**config.mk**
```make
export PLATFORM = sky130hd
export DESIGN_NAME = ipi_cmd_dispatch
export DESIGN_NICKNAME = d
export VERILOG_FILES = /design/src/rtl/ipi_pkg.sv /design/src/rtl/ipi_cmd_regs.sv /design/src/rtl/ipi_target_resolve.sv /design/src/rtl/ipi_issue_ctrl.sv /design/src/rtl/ipi_cmd_dispatch.sv
export SDC_FILE = /design/constraint.sdc
export NUM_CORES = 1
export LEC_CHECK = 0
export BUFFER_PORTS_ARGS = -buffer_cell sky130_fd_sc_hd__buf_2
export CAP_MARGIN = 20
export CORE_UTILIZATION = 36
export CTS_CLUSTER_SIZE = 14
export DETAILED_ROUTE_END_ITERATION = 10
export GPL_TIMING_DRIVEN = 0
export PLACE_DENSITY_LB_ADDON = 0.12
export SYNTH_ARGS = -nofsm -noshare
export SYNTH_HDL_FRONTEND = slang
export SYNTH_HIERARCHICAL = 1
export SYNTH_SLANG_ARGS = --single-unit
```
**constraint.sdc**
```tcl
create_clock -name clk -period 6.3 [get_ports clk]
set_input_delay 0.63 -clock clk [delete_from_list [all_inputs] [get_ports clk]]
set_output_delay 0.63 -clock clk [all_outputs]
set_load 0.05 [all_outputs]
```
**src/rtl/ipi_pkg.sv**
```systemverilog
package ipi_pkg;

    localparam int WORD_W      = 32;
    localparam int VEC_W       = 8;
    localparam int DEST_W      = 8;

    // Low-word field positions
    localparam int LO_VEC_LSB   = 0;
    localparam int LO_MODE_LSB  = 8;
    localparam int LO_LOGIC_BIT = 11;
    localparam int LO_STAT_BIT  = 12;
    localparam int LO_LEVEL_BIT = 14;
    localparam int LO_TRIG_BIT  = 15;
    localparam int LO_SH_LSB    = 18;
    localparam int HI_DEST_LSB  = 24;

    localparam logic [WORD_W-1:0] LO_STORE_MASK = 32'h000C_CFFF;
    localparam logic [WORD_W-1:0] HI_STORE_MASK = 32'hFF00_0000;

    typedef enum logic [2:0] {
        DM_FIXED  = 3'd0,
        DM_LOWPRI = 3'd1,
        DM_SMI    = 3'd2,
        DM_RSVD   = 3'd3,
        DM_NMI    = 3'd4,
        DM_INIT   = 3'd5,
        DM_START  = 3'd6,
        DM_EXT    = 3'd7
    } dmode_e;

    typedef enum logic [1:0] {
        SH_NONE     = 2'd0,
        SH_SELF     = 2'd1,
        SH_ALL_INCL = 2'd2,
        SH_ALL_EXCL = 2'd3
    } shorthand_e;

    typedef struct packed {
        logic [VEC_W-1:0] vector;
        dmode_e           mode;
        logic             logical;
        logic             level;
        logic             trig;
        shorthand_e       sh;
    } ipi_cmd_t;

    function automatic ipi_cmd_t unpack_lo(input logic [WORD_W-1:0] w);
        ipi_cmd_t c;
        c.vector  = w[LO_VEC_LSB +: VEC_W];
        c.mode    = dmode_e'(w[LO_MODE_LSB +: 3]);
        c.logical = w[LO_LOGIC_BIT];
        c.level   = w[LO_LEVEL_BIT];
        c.trig    = w[LO_TRIG_BIT];
        c.sh      = shorthand_e'(w[LO_SH_LSB +: 2]);
        return c;
    endfunction

endpackage

```
**src/rtl/ipi_cmd_regs.sv**
```systemverilog
module ipi_cmd_regs
    import ipi_pkg::*;
(
    input  logic                 clk,
    input  logic                 rst,
    input  logic                 lo_accept,
    input  logic                 hi_write,
    input  logic [WORD_W-1:0]    wdata,
    output logic [WORD_W-1:0]    lo_word,
    output logic [DEST_W-1:0]    dest_byte
);

    logic [WORD_W-1:0] lo_q;
    logic [DEST_W-1:0] dest_q;

    always_ff @(posedge clk) begin
        if (rst) begin
            lo_q   <= '0;
            dest_q <= '0;
        end else begin
            if (lo_accept) begin
                lo_q <= wdata & LO_STORE_MASK;
            end
            if (hi_write) begin
                dest_q <= wdata[HI_DEST_LSB +: DEST_W];
            end
        end
    end

    assign lo_word   = lo_q;
    assign dest_byte = dest_q;

endmodule

```
**src/rtl/ipi_target_resolve.sv**
```systemverilog
module ipi_target_resolve
    import ipi_pkg::*;
#(
    parameter int NUM_CORES = 4,
    parameter int SELF_ID   = 1
) (
    input  ipi_cmd_t              cmd,
    input  logic [DEST_W-1:0]     dest,
    output logic [NUM_CORES-1:0]  tgt_mask,
    output logic                  unsupported
);

    localparam logic [NUM_CORES-1:0] ALL_MASK  = {NUM_CORES{1'b1}};
    localparam logic [NUM_CORES-1:0] SELF_MASK = NUM_CORES'(1) << SELF_ID;

    logic [NUM_CORES+DEST_W-1:0] dest_ext;
    logic [NUM_CORES-1:0]        phys_mask;

    assign dest_ext = {{NUM_CORES{1'b0}}, dest};

    always_comb begin
        phys_mask = '0;
        for (int i = 0; i < NUM_CORES; i++) begin
            phys_mask[i] = (32'(dest) == 32'(i));
        end
    end

    always_comb begin
        tgt_mask    = '0;
        unsupported = 1'b0;
        unique case (cmd.sh)
            SH_NONE: begin
                if (cmd.mode == DM_LOWPRI) begin
                    unsupported = 1'b1;
                end else if (cmd.logical) begin
                    tgt_mask = dest_ext[NUM_CORES-1:0];
                end else if (dest == 8'hFF) begin
                    tgt_mask = ALL_MASK;
                end else begin
                    tgt_mask = phys_mask;
                end
            end
            SH_SELF:     tgt_mask = SELF_MASK;
            SH_ALL_INCL: tgt_mask = ALL_MASK;
            SH_ALL_EXCL: tgt_mask = ALL_MASK & ~SELF_MASK;
            default:     tgt_mask = '0;
        endcase
    end

endmodule

```
**src/rtl/ipi_issue_ctrl.sv**
```systemverilog
module ipi_issue_ctrl #(
    parameter int NUM_CORES = 4,
    parameter int ID_W      = 2,
    parameter int CNT_W     = 3
) (
    input  logic                  clk,
    input  logic                  rst,
    input  logic                  load,
    input  logic [NUM_CORES-1:0]  load_mask,
    input  logic                  ready,
    input  logic                  done,
    output logic                  valid,
    output logic [ID_W-1:0]       dest,
    output logic                  busy
);

    logic [NUM_CORES-1:0] pend_q;
    logic [NUM_CORES-1:0] pick;
    logic [CNT_W-1:0]     cnt_q;
    logic [CNT_W-1:0]     load_cnt;

    // Lowest pending core wins
    always_comb begin
        dest = '0;
        pick = '0;
        for (int i = NUM_CORES - 1; i >= 0; i--) begin
            if (pend_q[i]) begin
                dest = ID_W'(i);
                pick = NUM_CORES'(1) << i;
            end
        end
    end

    always_comb begin
        load_cnt = '0;
        for (int i = 0; i < NUM_CORES; i++) begin
            load_cnt = load_cnt + CNT_W'(load_mask[i]);
        end
    end

    assign valid = |pend_q;
    assign busy  = (cnt_q != '0);

    always_ff @(posedge clk) begin
        if (rst) begin
            pend_q <= '0;
            cnt_q  <= '0;
        end else begin
            if (load) begin
                pend_q <= load_mask;
            end else if (valid && ready) begin
                pend_q <= pend_q & ~pick;
            end
            if (load) begin
                cnt_q <= load_cnt;
            end else if (done && busy) begin
                cnt_q <= cnt_q - CNT_W'(1);
            end
        end
    end

endmodule

```
**src/rtl/ipi_cmd_dispatch.sv**
```systemverilog
module ipi_cmd_dispatch
    import ipi_pkg::*;
#(
    parameter int NUM_CORES = 4,
    parameter int SELF_ID   = 1,
    localparam int ID_W     = (NUM_CORES > 1) ? $clog2(NUM_CORES) : 1,
    localparam int CNT_W    = $clog2(NUM_CORES + 1)
) (
    input  logic              clk,
    input  logic              rst,
    input  logic              wr_en,
    input  logic              wr_sel_hi,
    input  logic [31:0]       wr_data,
    output logic [31:0]       lo_rdata,
    output logic [31:0]       hi_rdata,
    output logic              cmd_busy,
    output logic              cmd_error,
    output logic              self_valid,
    output logic [7:0]        self_vector,
    output logic [2:0]        self_mode,
    output logic              self_trig,
    output logic              msg_valid,
    input  logic              msg_ready,
    output logic [ID_W-1:0]   msg_dest,
    output logic [7:0]        msg_vector,
    output logic [2:0]        msg_mode,
    output logic              msg_logical,
    output logic              msg_level,
    output logic              msg_trig,
    input  logic              msg_done
);

    localparam logic [NUM_CORES-1:0] SELF_MASK = NUM_CORES'(1) << SELF_ID;

    logic                 lo_accept;
    logic                 hi_write;
    logic [WORD_W-1:0]    lo_word;
    logic [DEST_W-1:0]    dest_byte;
    ipi_cmd_t             new_cmd;
    ipi_cmd_t             held_cmd;
    logic [NUM_CORES-1:0] tgt_mask;
    logic [NUM_CORES-1:0] remote_mask;
    logic                 unsupported;
    logic                 busy;

    logic                 self_q;
    logic                 err_q;
    ipi_cmd_t             self_cmd_q;

    assign lo_accept = wr_en && !wr_sel_hi && !busy;
    assign hi_write  = wr_en && wr_sel_hi;
    assign new_cmd   = unpack_lo(wr_data);
    assign held_cmd  = unpack_lo(lo_word);

    ipi_cmd_regs u_regs (
        .clk       (clk),
        .rst       (rst),
        .lo_accept (lo_accept),
        .hi_write  (hi_write),
        .wdata     (wr_data),
        .lo_word   (lo_word),
        .dest_byte (dest_byte)
    );

    ipi_target_resolve #(
        .NUM_CORES (NUM_CORES),
        .SELF_ID   (SELF_ID)
    ) u_resolve (
        .cmd         (new_cmd),
        .dest        (dest_byte),
        .tgt_mask    (tgt_mask),
        .unsupported (unsupported)
    );

    assign remote_mask = tgt_mask & ~SELF_MASK;

    ipi_issue_ctrl #(
        .NUM_CORES (NUM_CORES),
        .ID_W      (ID_W),
        .CNT_W     (CNT_W)
    ) u_issue (
        .clk       (clk),
        .rst       (rst),
        .load      (lo_accept && (remote_mask != '0)),
        .load_mask (remote_mask),
        .ready     (msg_ready),
        .done      (msg_done),
        .valid     (msg_valid),
        .dest      (msg_dest),
        .busy      (busy)
    );

    always_ff @(posedge clk) begin
        if (rst) begin
            self_q     <= 1'b0;
            err_q      <= 1'b0;
            self_cmd_q <= '0;
        end else begin
            self_q <= lo_accept && ((tgt_mask & SELF_MASK) != '0);
            err_q  <= lo_accept && unsupported;
            if (lo_accept) begin
                self_cmd_q <= new_cmd;
            end
        end
    end

    assign cmd_busy    = busy;
    assign cmd_error   = err_q;
    assign self_valid  = self_q;
    assign self_vector = self_cmd_q.vector;
    assign self_mode   = self_cmd_q.mode;
    assign self_trig   = self_cmd_q.trig;

    assign msg_vector  = held_cmd.vector;
    assign msg_mode    = held_cmd.mode;
    assign msg_logical = held_cmd.logical;
    assign msg_level   = held_cmd.level;
    assign msg_trig    = held_cmd.trig;

    always_comb begin
        lo_rdata              = lo_word;
        lo_rdata[LO_STAT_BIT] = busy;
    end
    assign hi_rdata = {dest_byte, 24'h0};

endmodule

```
==> impl_metrics.ini <==
[outcome]
status = finished clean

[timing]
rsz0062_at_grt = no
worst_pin_slew_ns = 0.510
fin_crit_ns = 2.86
slew_viol_final = 0
maxSlewHeadroom_pct = 66.0
whs_ns = 0.477
finClkSkew_ns = 0.00560
worst_slack_ns = 3.44
max_freq_mhz = 350
fin_setup_tns_ns = 0
period_share_pct = 45.3
hold_viol = 0
setup_violations = 0

[floorplan]
floorplan.initialDensity_pct = 38.0
placeableCoreArea_um2 = 6940
ios = 134
rows = 30
die_area_um2 = 7680
die_h_um = 87.6
die_x_um = 87.6

[finish]
num_antenna_cells = 0
stdcell_count = 512
syn2layout_area_growth_pct = 31.0
drive_gt1_share_pct = 40.1
layout.nets = 462
fin_util_pct = 49.8

[place]
pre_cts_ws_ns = 3.12
dp_cells = 504
place_congestion = 0.756
dp_hpwl_um = 4180
port-buffer-count = 86

[logic_synthesis]
yosys_warnings = 6
avgSynthCellArea_um2 = 9.32
synthCells = 283
synthesis.area_um2 = 2640

[critical_path]
r2r-end = u_issue/cnt_q[1]
cp_slowest_cell = fa_1
cp_cell_sequence = buf_2 -> inv_1 -> ha_1 -> o21ba_2 -> a211oi_2 -> a21oi_1 -> inv_1 -> fa_1 -> inv_1 -> ha_1 -> ha_1 -> nand2_1 -> o22ai_2
crit_type = input port to flop
worst_setup_path_end_kind = flop
path_max_fanout = 6
worst-r2r-cell-count = 10
crit_required_ns = 6.48
slowest_delay_ns = 0.54
start_kind = input port
crit_start = wr_data[18]
crit_path_end = u_issue/cnt_q[1]
worstPathArrival_ns = 3.03
timing.rr.start = u_regs/dest_byte[3]
r2r_slack_ns = 3.72

[drt]
dr_total_vias = 2115
ant_nets = 0
vias_per_cell = 4.13
first_iter_violations = 57
wl_um = 5330
drc_errors = 0
first_pass_iters = 4
wl_per_cell_um = 10.4

[clock_network]
tritoncts = yes
clkTransAtPathRegs_ns = 0.08
hold_buffers = 0
insertion_delay_ns = 0.30
post_cts_buffers = 0
clk_path_buf_depth = 2
clockRootBuffer = clkbuf_8
numCtsBuffers = 5
cts-resized-gates = 0
clock-sinks = 45
h-tree-depth = 2

[hold_path]
min_path_type = flop to flop
holdPathStages = 2

[power]
p_per_area_nw_per_um2 = 313
ir_drop_mv = 0.143
leakagePower_nw = 1.78

[global_route]
grt.overflow.total = 0
grtUsageTotal_pct = 14.1
grt_max_degree = 16
first_global_vias = 1805
grt_pass1_wl_um = 8380
grt_antenna_before_repair = 0

[job]
drv_cap = 0
[metal layers]
layer	routed length (µm)	global-route usage, %
met4	37	3.58
met5	0	0
met3	404	4.81
met1	2440	18.1
met2	2440	22.7
[worst max-delay path: cells and delay by family]
| kind | cells | cell delay (ns) |
|---|---|---|
| AO/OA/AOI/OAI | 4 | 0.71 |
| buffers and inverters | 4 | 0.33 |
| adder cells (fa/ha/maj) | 4 | 1.26 |
| AND/OR/NAND/NOR | 1 | 0.09 |
[layout by cell type (no fill, tap or decap), drive strengths merged, types with 2 or more instances in the layout]
| master | count |
|---|---|
| and3b | 2 |
| nor2b | 3 |
| or3b | 2 |
| clkbuf | 9 |
| inv | 13 |
| nor3 | 2 |
| nor3b | 2 |
| dfxtp | 45 |
| mux2i | 36 |
| a21oi | 11 |
| ha | 8 |
| a211oi | 2 |
| nand2b | 30 |
| conb | 41 |
| nand2 | 5 |
| buf | 147 |
| and4 | 2 |
| nor2 | 32 |
| nand3b | 2 |
| a31oi | 4 |
[area by class of cell]
| type | instances | area, µm² |
|---|---|---|
| fill | 677 | 3490 |
| tap | 96 | 120 |
| clock buffer | 6 | 82.6 |
| clock inverter | 2 | 37.5 |
| timing repair buffer | 86 | 430 |
| buffer | 64 | 485 |
| multi-input combinational | 200 | 1350 |
| sequential | 45 | 901 |
| inverter | 13 | 48.8 |
[stage by stage]
step,area (µm²),total power [mW]
2_1_floorplan,2790,0.771
3_3_place_gp,3340,0.859
3_5_place_dp,3340,0.863
4_1_cts,3460,1.10
5_1_grt,3460,1.15
6_report,3460,1.08
[sequential cells by signal, summed over array words and instances (netlist names)]
| register | cells |
|---|---|
| cmd_error | 1 |
| self_mode | 3 |
| u_regs/lo_word | 16 |
| u_issue/cnt_q | 3 |
| self_vector | 8 |
| self_trig | 1 |
| self_valid | 1 |
| u_issue/pend_q | 4 |
| u_regs/dest_byte | 8 |
[where the power goes]
part / total, mW / internal, mW / leakage [nW] / switching, mW
Clock: 0.229 / 0.129 / 0.0574 / 0.0999
Sequential: 0.341 / 0.318 / 0.367 / 0.0227
Combinational: 0.512 / 0.164 / 1.36 / 0.348
[worst min path at each step]
stage | startpoint | to | slack (ns)
after floorplan | u_issue/cnt_q[1] | u_issue/cnt_q[1] | 0.48
after global placement | self_vector[6] | self_vector[6] | 0.45
after detailed placement | self_mode[1] | self_mode[1] | 0.46
after CTS | self_vector[6] | self_vector[6] | 0.48
after global routing | self_vector[2] | self_vector[2] | 0.50
final | self_mode[1] | self_mode[1] | 0.48
Power figures use the tool's default switching activity.
